`config.mk`:
```
export PLATFORM = sky130hd
export DESIGN_NAME = cptr_trap_ctrl
export DESIGN_NICKNAME = d
export VERILOG_FILES = /design/src/rtl/cptr_pkg.sv /design/src/rtl/cptr_store.sv /design/src/rtl/cptr_trap_eval.sv /design/src/rtl/cptr_trap_ctrl.sv
export SDC_FILE = /design/constraint.sdc
export NUM_CORES = 1
export LEC_CHECK = 0
export ABC_CLOCK_PERIOD_IN_PS = 2300
export BUFFER_PORTS_ARGS = -buffer_cell sky130_fd_sc_hd__buf_2
export CAP_MARGIN = 20
export CELL_PAD_IN_SITES_DETAIL_PLACEMENT = 1
export CELL_PAD_IN_SITES_GLOBAL_PLACEMENT = 1
export CORE_MARGIN = 4
export CORE_UTILIZATION = 20
export CTS_BUF_LIST = sky130_fd_sc_hd__clkbuf_2
export DETAILED_ROUTE_END_ITERATION = 8
export HOLD_SLACK_MARGIN = 0.05
export PLACE_DENSITY_LB_ADDON = 0.1
export SLEW_MARGIN = 20
export SYNTH_ARGS = -nofsm -noshare
export SYNTH_HDL_FRONTEND = slang
export SYNTH_SLANG_ARGS = --single-unit
export TNS_END_PERCENT = 20
```
`constraint.sdc`:
```
create_clock -name clk -period 2.3 [get_ports clk]
set_clock_uncertainty 0.2 [all_clocks]
set_input_delay 0.23 -clock clk [delete_from_list [all_inputs] [get_ports clk]]
set_output_delay 0.23 -clock clk [all_outputs]
set_load 0.1 [all_outputs]
```
`src/rtl/cptr_pkg.sv`:
```
package cptr_pkg;
    localparam int REG_W  = 64;
    localparam int HALF_W = REG_W / 2;
    localparam int SYN_W  = 6;
    localparam int LVL_W  = 2;
    localparam int CLS_W  = 3;
    localparam int FORM_W = 2;

    typedef enum logic [CLS_W-1:0] {
        CLS_FP    = 3'd0,
        CLS_VEC   = 3'd1,
        CLS_TRACE = 3'd2,
        CLS_AMON  = 3'd3,
        CLS_ACC   = 3'd4
    } cls_e;

    typedef enum logic [FORM_W-1:0] {
        FORM_SYS64  = 2'd0,
        FORM_CP_ONE = 2'd1,
        FORM_CP_TWO = 2'd2
    } form_e;

    typedef struct packed {
        logic       acc;
        logic       amon;
        logic       trace;
        logic [1:0] fp_en;
        logic [1:0] vec_en;
    } ctl_t;

    localparam logic [1:0] EN_OPEN = 2'b11;
    localparam logic [1:0] EN_SHUT = 2'b00;

    localparam logic [SYN_W-1:0] SYN_SYS64    = 6'h18;
    localparam logic [SYN_W-1:0] SYN_CP_ONE   = 6'h03;
    localparam logic [SYN_W-1:0] SYN_CP_TWO   = 6'h04;
    localparam logic [SYN_W-1:0] SYN_FP       = 6'h07;
    localparam logic [SYN_W-1:0] SYN_TRC_ONE  = 6'h05;
    localparam logic [SYN_W-1:0] SYN_TRC_TWO  = 6'h0C;
    localparam logic [SYN_W-1:0] SYN_VEC      = 6'h19;

    localparam logic [HALF_W-1:0] NARROW_ONES = 32'h0000_32FF;

    localparam ctl_t CTL_RESET = '{acc: 1'b0, amon: 1'b0, trace: 1'b0,
                                   fp_en: EN_OPEN, vec_en: EN_OPEN};

    function automatic logic en_traps(input logic [1:0] en, input logic general,
                                      input logic [LVL_W-1:0] lvl);
        logic hit;
        if (lvl == 2'd3 || en == EN_OPEN) hit = 1'b0;
        else if (en == 2'b01)             hit = general && (lvl == 2'd0);
        else                              hit = 1'b1;
        return hit;
    endfunction

    function automatic logic [1:0] bit_to_en(input logic b);
        return b ? EN_SHUT : EN_OPEN;
    endfunction

    function automatic logic en_to_bit(input logic [1:0] en);
        return en != EN_OPEN;
    endfunction
endpackage

```
`src/rtl/cptr_store.sv`:
```
module cptr_store
    import cptr_pkg::*;
(
    input  logic             clk,
    input  logic             rst,
    input  logic             wr_en,
    input  logic [REG_W-1:0] wr_data,
    input  logic             host_ext,
    output ctl_t             ctl,
    output logic [REG_W-1:0] view
);
    ctl_t ctl_q;
    ctl_t wide_dec;
    ctl_t narrow_dec;
    logic [HALF_W-1:0] wide_view;
    logic [HALF_W-1:0] narrow_view;

    always_comb begin
        wide_dec.acc    = wr_data[31];
        wide_dec.amon   = wr_data[30];
        wide_dec.trace  = wr_data[28];
        wide_dec.fp_en  = wr_data[21:20];
        wide_dec.vec_en = wr_data[17:16];

        narrow_dec.acc    = wr_data[31];
        narrow_dec.amon   = wr_data[30];
        narrow_dec.trace  = wr_data[20];
        narrow_dec.fp_en  = bit_to_en(wr_data[10]);
        narrow_dec.vec_en = bit_to_en(wr_data[8]);
    end

    always_ff @(posedge clk) begin
        if (rst)         ctl_q <= CTL_RESET;
        else if (wr_en)  ctl_q <= host_ext ? wide_dec : narrow_dec;
    end

    always_comb begin
        wide_view        = '0;
        wide_view[31]    = ctl_q.acc;
        wide_view[30]    = ctl_q.amon;
        wide_view[28]    = ctl_q.trace;
        wide_view[21:20] = ctl_q.fp_en;
        wide_view[17:16] = ctl_q.vec_en;

        narrow_view      = NARROW_ONES;
        narrow_view[31]  = ctl_q.acc;
        narrow_view[30]  = ctl_q.amon;
        narrow_view[20]  = ctl_q.trace;
        narrow_view[10]  = en_to_bit(ctl_q.fp_en);
        narrow_view[8]   = en_to_bit(ctl_q.vec_en);
    end

    assign ctl  = ctl_q;
    assign view = {{(REG_W-HALF_W){1'b0}}, host_ext ? wide_view : narrow_view};
endmodule

```
`src/rtl/cptr_trap_eval.sv`:
```
module cptr_trap_eval
    import cptr_pkg::*;
(
    input  ctl_t              ctl,
    input  logic              host_ext,
    input  logic              host_general,
    input  logic              hyp_en,
    input  logic              req_valid,
    input  logic [LVL_W-1:0]  req_level,
    input  logic [CLS_W-1:0]  req_class,
    input  logic [FORM_W-1:0] req_form,
    input  logic              req_id_reg,
    output logic              trap,
    output logic              undef,
    output logic [SYN_W-1:0]  syndrome
);
    logic [1:0] fp_eff, vec_eff;
    logic fp_hit, vec_hit, trc_hit, amon_hit, acc_hit;
    logic is_undef, raw_trap;
    logic [SYN_W-1:0] raw_syn;

    always_comb begin
        fp_eff  = host_ext ? ctl.fp_en  : bit_to_en(en_to_bit(ctl.fp_en));
        vec_eff = host_ext ? ctl.vec_en : bit_to_en(en_to_bit(ctl.vec_en));
        fp_hit   = en_traps(fp_eff, host_general, req_level);
        vec_hit  = en_traps(vec_eff, host_general, req_level);
        trc_hit  = ctl.trace && (req_level != 2'd3);
        amon_hit = ctl.amon && (req_level <= 2'd1);
        acc_hit  = ctl.acc && (req_level == 2'd1) && !host_general;

        is_undef = req_valid && (req_level == 2'd0) &&
                   ((req_class == CLS_TRACE) || ((req_class == CLS_FP) && req_id_reg));

        raw_trap = 1'b0;
        raw_syn  = '0;
        case (req_class)
            CLS_FP: begin
                raw_trap = fp_hit;
                raw_syn  = SYN_FP;
            end
            CLS_VEC: begin
                raw_trap = vec_hit || fp_hit;
                raw_syn  = vec_hit ? SYN_VEC : SYN_FP;
            end
            CLS_TRACE: begin
                raw_trap = trc_hit && (req_form != 2'd3);
                case (req_form)
                    FORM_CP_ONE: raw_syn = SYN_TRC_ONE;
                    FORM_CP_TWO: raw_syn = SYN_TRC_TWO;
                    default:     raw_syn = SYN_SYS64;
                endcase
            end
            CLS_AMON: begin
                raw_trap = amon_hit && (req_form != 2'd3);
                case (req_form)
                    FORM_CP_ONE: raw_syn = SYN_CP_ONE;
                    FORM_CP_TWO: raw_syn = SYN_CP_TWO;
                    default:     raw_syn = SYN_SYS64;
                endcase
            end
            CLS_ACC: begin
                raw_trap = acc_hit && (req_form != FORM_CP_TWO) && (req_form != 2'd3);
                raw_syn  = (req_form == FORM_CP_ONE) ? SYN_CP_ONE : SYN_SYS64;
            end
            default: begin
                raw_trap = 1'b0;
                raw_syn  = '0;
            end
        endcase

        undef    = is_undef;
        trap     = req_valid && hyp_en && !is_undef && raw_trap;
        syndrome = trap ? raw_syn : '0;
    end
endmodule

```
`src/rtl/cptr_trap_ctrl.sv`:
```
module cptr_trap_ctrl
    import cptr_pkg::*;
(
    input  logic              clk,
    input  logic              rst,
    input  logic              wr_en,
    input  logic [REG_W-1:0]  wr_data,
    input  logic              host_ext,
    input  logic              host_general,
    input  logic              hyp_en,
    output logic [REG_W-1:0]  rd_data,
    input  logic              req_valid,
    input  logic [LVL_W-1:0]  req_level,
    input  logic [CLS_W-1:0]  req_class,
    input  logic [FORM_W-1:0] req_form,
    input  logic              req_id_reg,
    output logic              trap,
    output logic              undef,
    output logic [SYN_W-1:0]  syndrome
);
    ctl_t ctl;

    cptr_store u_store (
        .clk      (clk),
        .rst      (rst),
        .wr_en    (wr_en),
        .wr_data  (wr_data),
        .host_ext (host_ext),
        .ctl      (ctl),
        .view     (rd_data)
    );

    cptr_trap_eval u_eval (
        .ctl          (ctl),
        .host_ext     (host_ext),
        .host_general (host_general),
        .hyp_en       (hyp_en),
        .req_valid    (req_valid),
        .req_level    (req_level),
        .req_class    (req_class),
        .req_form     (req_form),
        .req_id_reg   (req_id_reg),
        .trap         (trap),
        .undef        (undef),
        .syndrome     (syndrome)
    );
endmodule

```
==> results of run 1 <==
## repair_timing
item                                    in CTS  in global routing
pin swaps                                    5                  7
endpoints found under the setup margin       6                  6
hold buffers                                 4                  0
buffers inserted                             3                  2
gates resized for setup                     10                  3
endpoints found under the hold margin        3                  0
## critical path, cell delays in order
cell and delay [ns]:
buf_2 0.09, inv_1 0.05, ha_2 0.19, or4b_2 0.62, o311ai_2 0.12, a21oi_2 0.08, a211oi_4 0.27, buf_12 0.21
## power breakdown
| part | leakage, uW | total [uW] | switching (uW) | internal [uW] |
|---|---|---|---|---|
| sequential | 0.0000577 | 138 | 7.99 | 130 |
| combinational | 0.000686 | 671 | 574 | 97.0 |
| clock | 0.0000166 | 94.5 | 48.3 | 46.2 |
## logic make-up after synthesis
logic type | count (synthesis)
buffers and inverters | 66
and+or+nand+nor | 39
other | 1
adders and majority gates | 4
DFF | 7
AOI/OAI and AO/OA | 36
muxes | 4
## per-stage QoR
step           total power (uW)  instance area [sq um]  hold WS (ns)  setup WS, ns  util [%]
2_1_floorplan               787                   1430         0.102        -0.403         -
4_1_cts                     907                   1570         0.130       -0.0280      28.0
5_1_grt                     943                   1600         0.147       -0.0775      28.6
3_3_place_gp                787                   1470         0.271       -0.0930      26.2
3_5_place_dp                790                   1470         0.280        -0.116      26.2
6_report                    904                   1600         0.145       0.00573      28.6
## per-layer routing
metal,part of all wire (%),global-route usage (%),up-vias
met5,0,0,-
met1,42,10.7,515
met3,9.8,2.91,0
li1,-,-,545
met4,0,0.432,0
met2,48,15.9,68
## layout make-up
type,instances,area [sq um]
Inverter,4,15.0
Multi-Input combinational cell,128,835
Timing Repair Buffer,69,497
Sequential cell,7,148
Clock buffer,4,20.0
Fill cell,714,4000
Tap cell,72,90.1
## how the worst max path moves through the flow
stage / start / to / slack, ns / depth (start not counted)
2_1_floorplan: req_class[1] / trap / -0.40 / 5
3_3_place_gp: req_form[1] / syndrome[3] / -0.09 / 8
3_5_place_dp: req_form[1] / syndrome[3] / -0.12 / 8
4_1_cts: u_store.ctl[4] / syndrome[3] / -0.03 / 6
5_1_grt: u_store.ctl[4] / syndrome[3] / -0.08 / 6
6_report: req_form[1] / syndrome[3] / 0.006 / 8
## layout by cell type, fill, tap and decap left out, types with 5 or more instances in the layout
cell type	n
a21oi_1	12
nor2_1	11
or2_2	5
a211oi_4	5
buf_4	14
buf_2	44
buf_12	6
conb_1	45
==> impl_metrics.ini, run 1 <==
[yosys]
synth_most_common_cell = buf_4
synthAdderAreaFrac_pct = 4.23
ys_seq_elements = 7
postSynthAreaPerCell_sq_um = 7.54
synth-xor-area-share_pct = 0
synth_edf_count = 0
yosys-mux-area-fraction_pct = 3.49
synth_ff_type = dfxtp_1
synth-compound-area-share_pct = 21.0
syn-cell-area_sq_um = 1180
ys_top_cells_by_area = buf_4, dfxtp_1, a21oi_1, ha_1, nor2_1
synth_top_family_by_area = buffers and inverters
yosys.area_share.simple_pct = 18.7
async_reset_ff_share_pct = 0
yosysTopAreaCell = buf_4
ys_types = 42
netlist.area_leader.share_pct = 36.2
synth_seq_area_share_pct = 11.8
synthCells = 157
synth_common_cells = buf_4, a21oi_1, nor2_1
ys_warn_count = 0

[critical_path]
ff2ff_setup_slack_ns = 0.95
cp_max_fo = 4
r2r_cells = 3
cp.arrival_ns = 1.86
critPathKind = input pin to output pin
worstReg2RegEnd = u_store.ctl[5]
critPathCaptureType = output pin
required_ns = 1.87
worst_setup_path_start_kind = input pin
r2r_start = u_store.ctl[5]

[power]
p_per_area_nw_per_um2 = 563
cellLeakagePower_uw = 0.000760
peakVddDrop_uv = 259

[floorplan]
dieArea_sq_um = 7210
start_util_pct = 21.1
core_sq_um = 5610
rows = 27
ios = 151
dieWidth_microns = 84.9
die_y_microns = 84.9

[timing]
timing.final.crit_share_pct = 99.8
hold_violations = 0
setup-tns-final_ns = 0
min_period_ns = 2.29
rsz0062_at_grt = yes
finalMaxSlewViolations = 0
finalSetupViolations = 0
fmax_ghz = 0.436

[detailed_routing]
drc = 0
vias_per_cell = 3.97
drt_iter0_drc = 16
drt_first_pass_iters = 4
drtAntennaViolNets = 0
vias = 1128
drt-total-wl_microns = 3470
post_drt_wl_per_cell_microns = 12.2

[layout]
drive_gt1_share_pct = 45.8
diodes = 0
fin_nets = 296
stdcell_count = 284
largest_register_ffs = 7
syn_to_final_growth_pct = 35.5

[clock_network]
cts_tree = done
cts_sinks = 7
clockBufferDepth = 2
numCtsBuffers = 3
root_buffer = clkbuf_2
insertion_delay_ns = 0.23
htreeDepth = 1
clk_pin_slew_worst_paths_ns = 0.08

[global_route]
track_usage_pct = 8.83
grt_max_degree = 15
grt_pass1_vias = 1134
overflow = 0
grt_pass1_wl_microns = 5300
grt_antenna_before_repair = 0

[min_path]
hold_depth = 3
worst_hold_startpoint = wr_data[28]
hold_class = input pin to flop
holdPathEnd = u_store.ctl[4]

[place]
io_buffers = 50
dp_hpwl_microns = 3010
dp_cells = 271
place_congestion = 0.768

[flow_run]
drv_cap = 0

[status]
run_status = completed
(Power assumes the default switching activity.)
==> inputs of run 2 (changes only) <==
ABC_CLOCK_PERIOD_IN_PS = 2590   (was 2300)
SKIP_CTS_REPAIR_TIMING = 1   (was not set)
clock period = 2.59 ns   (was 2.3 ns; I/O delays follow)
==> run 2 against run 1 <==
Via count decreased by 5.7%. Core utilization is 2.9 points lower. Cell count down 5.3%. Sequential share of layout area grew 0.51 points. Design area is 10% lower. Total power fell by 14%. Clock-buffer cell count unchanged. Critical path depth stayed put. Non-clock buffer count fell by 15. Register-to-register slack improved by 0.55 ns. First-iteration DRC count grew 31%.
==> impl_metrics.ini, run 2 (same netlist as run 1, synthesis figures left out) <==
[layout]
diodes = 0
stdcell_count = 269
final_common_cell = conb_1
final_cell_area_sq_um = 1440
drive_gt1_share_pct = 39.1
largest_register_ffs = 7
fin_nets = 281
syn_to_final_growth_pct = 21.9
final_cell_mix = conb_1, buf_2, a21oi_1
fillers = 705

[global_route]
track_usage_pct = 8.86
grt_antenna_before_repair = 0
grt_pass1_vias = 1097
overflow = 0
grt_pass1_wl_microns = 5330
grt_max_degree = 15

[flow_run]
drv_cap = 0

[critical_path]
critPathCaptureType = output pin
cp_slowest_cell = or4b_2
cp_top_family = simple AND/OR/NAND/NOR gates
critPathKind = input pin to output pin
crit_path_max_incr_delay_ns = 0.61
cp.arrival_ns = 2.01
cp_max_fo = 4
worst_setup_path_start_kind = input pin
crit_chain = buf_2 > inv_1 > ha_1 > or4b_2 > o311ai_0 > a21oi_1 > a211oi_4 > buf_12
required_ns = 2.13
worst-path-buf-inv = 3

[clock_network]
insertion_delay_ns = 0.22
htreeDepth = 1
numCtsBuffers = 3
cts_tree = done
cts_sinks = 7
root_buffer = clkbuf_2
clockBufferDepth = 2
clk_pin_slew_worst_paths_ns = 0.07

[timing]
max-slew-margin-rel_pct = 52.8
fmax_ghz = 0.405
timing.final.crit_share_pct = 95.2
hold_violations = 0
rsz0062_at_grt = no
setup-tns-final_ns = 0
finalSetupViolations = 0
finalMaxSlewViolations = 0
worst_pin_slew_ns = 0.709
min_period_ns = 2.47

[detailed_routing]
drt_first_pass_iters = 4
drt-total-wl_microns = 3370
drc = 0
drtAntennaViolNets = 0
vias_per_cell = 3.96
vias = 1064
post_drt_wl_per_cell_microns = 12.5
drt_iter0_drc = 21

[status]
run_status = completed

[power]
swShare_pct = 71.2
peakVddDrop_uv = 210
p_per_area_nw_per_um2 = 537
p_clk_share_pct = 10.4
cellLeakagePower_uw = 0.000684
switching_power_uw = 551
seqPwrFrac_pct = 15.8
p_int_uw = 223
p_comb_share_pct = 73.8

[place]
io_buffers = 50
dp_cells = 265
dp_hpwl_microns = 2980
postPlaceCellArea_sq_um = 1420
place_congestion = 0.756

[floorplan]
ios = 151
rows = 27
start_util_pct = 21.1
dieWidth_microns = 84.9
core_sq_um = 5610
dieArea_sq_um = 7210
die_y_microns = 84.9

[min_path]
hold_class = input pin to flop
## run 2: changes by cell type in the layout (fill, tap and decap cells not counted), moves of 3 or more
cell / change
dfxtp_2: -3
dlygate4sd3_1: -4
buf_4: -10
dfxtp_1: +4
## run 2: power groups by stage
stage                     Combinational, uW  Sequential (uW)  Clock [uW]
after floorplan                         576              122           0
after global placement                  567              125           0
after detailed placement                570              125           0
after CTS                               571              123        87.2
after global routing                    593              124        93.6
final                                   571              122        80.8
## run 2: layout make-up
type	count	area [sq um]	area share, %
multi-input cells	128	807	55.9
repair buffers	54	370	25.7
flip-flops and latches	7	140	9.71
well taps	72	90.1	6.24
clock buffers	4	20.0	1.39
inverters	4	15.0	1.04
## run 2: path summary, 6_finish.rpt
check,from,to,slack [ns],depth (start not counted)
worst max register to register,u_store.ctl[2],u_store.ctl[2],1.50,3
worst min-delay path,wr_data[31],u_store.ctl[6],0.07,3
worst max-delay path,req_form[1],syndrome[3],0.12,8
worst min register to register,u_store.ctl[4],u_store.ctl[4],0.32,2
## run 2: per-stage QoR
step                      power, uW  utilization, %  hold slack [ns]  worst slack, ns
final                           774            25.7           0.0730            0.124
after global routing            810            25.7           0.0745           0.0337
after CTS                       781            25.7           0.0554           0.0586
after detailed placement        696            25.4            0.315           0.0568
after global placement          692            25.4            0.300            0.135
after floorplan                 699               -            0.131           -0.171
## run 2: tightest hold or removal path: stages
cell and delay [ns]:
buf_2 0.07, mux2i_1 0.06, nor2_1 0.08
## run 2: routing by layer
layer / global-route usage, % / part of all wire, %
met1: 11.3 / 43
met2: 15.3 / 47
met3: 2.62 / 9.1
met4: 0.863 / 0.45
met5: 0 / 0
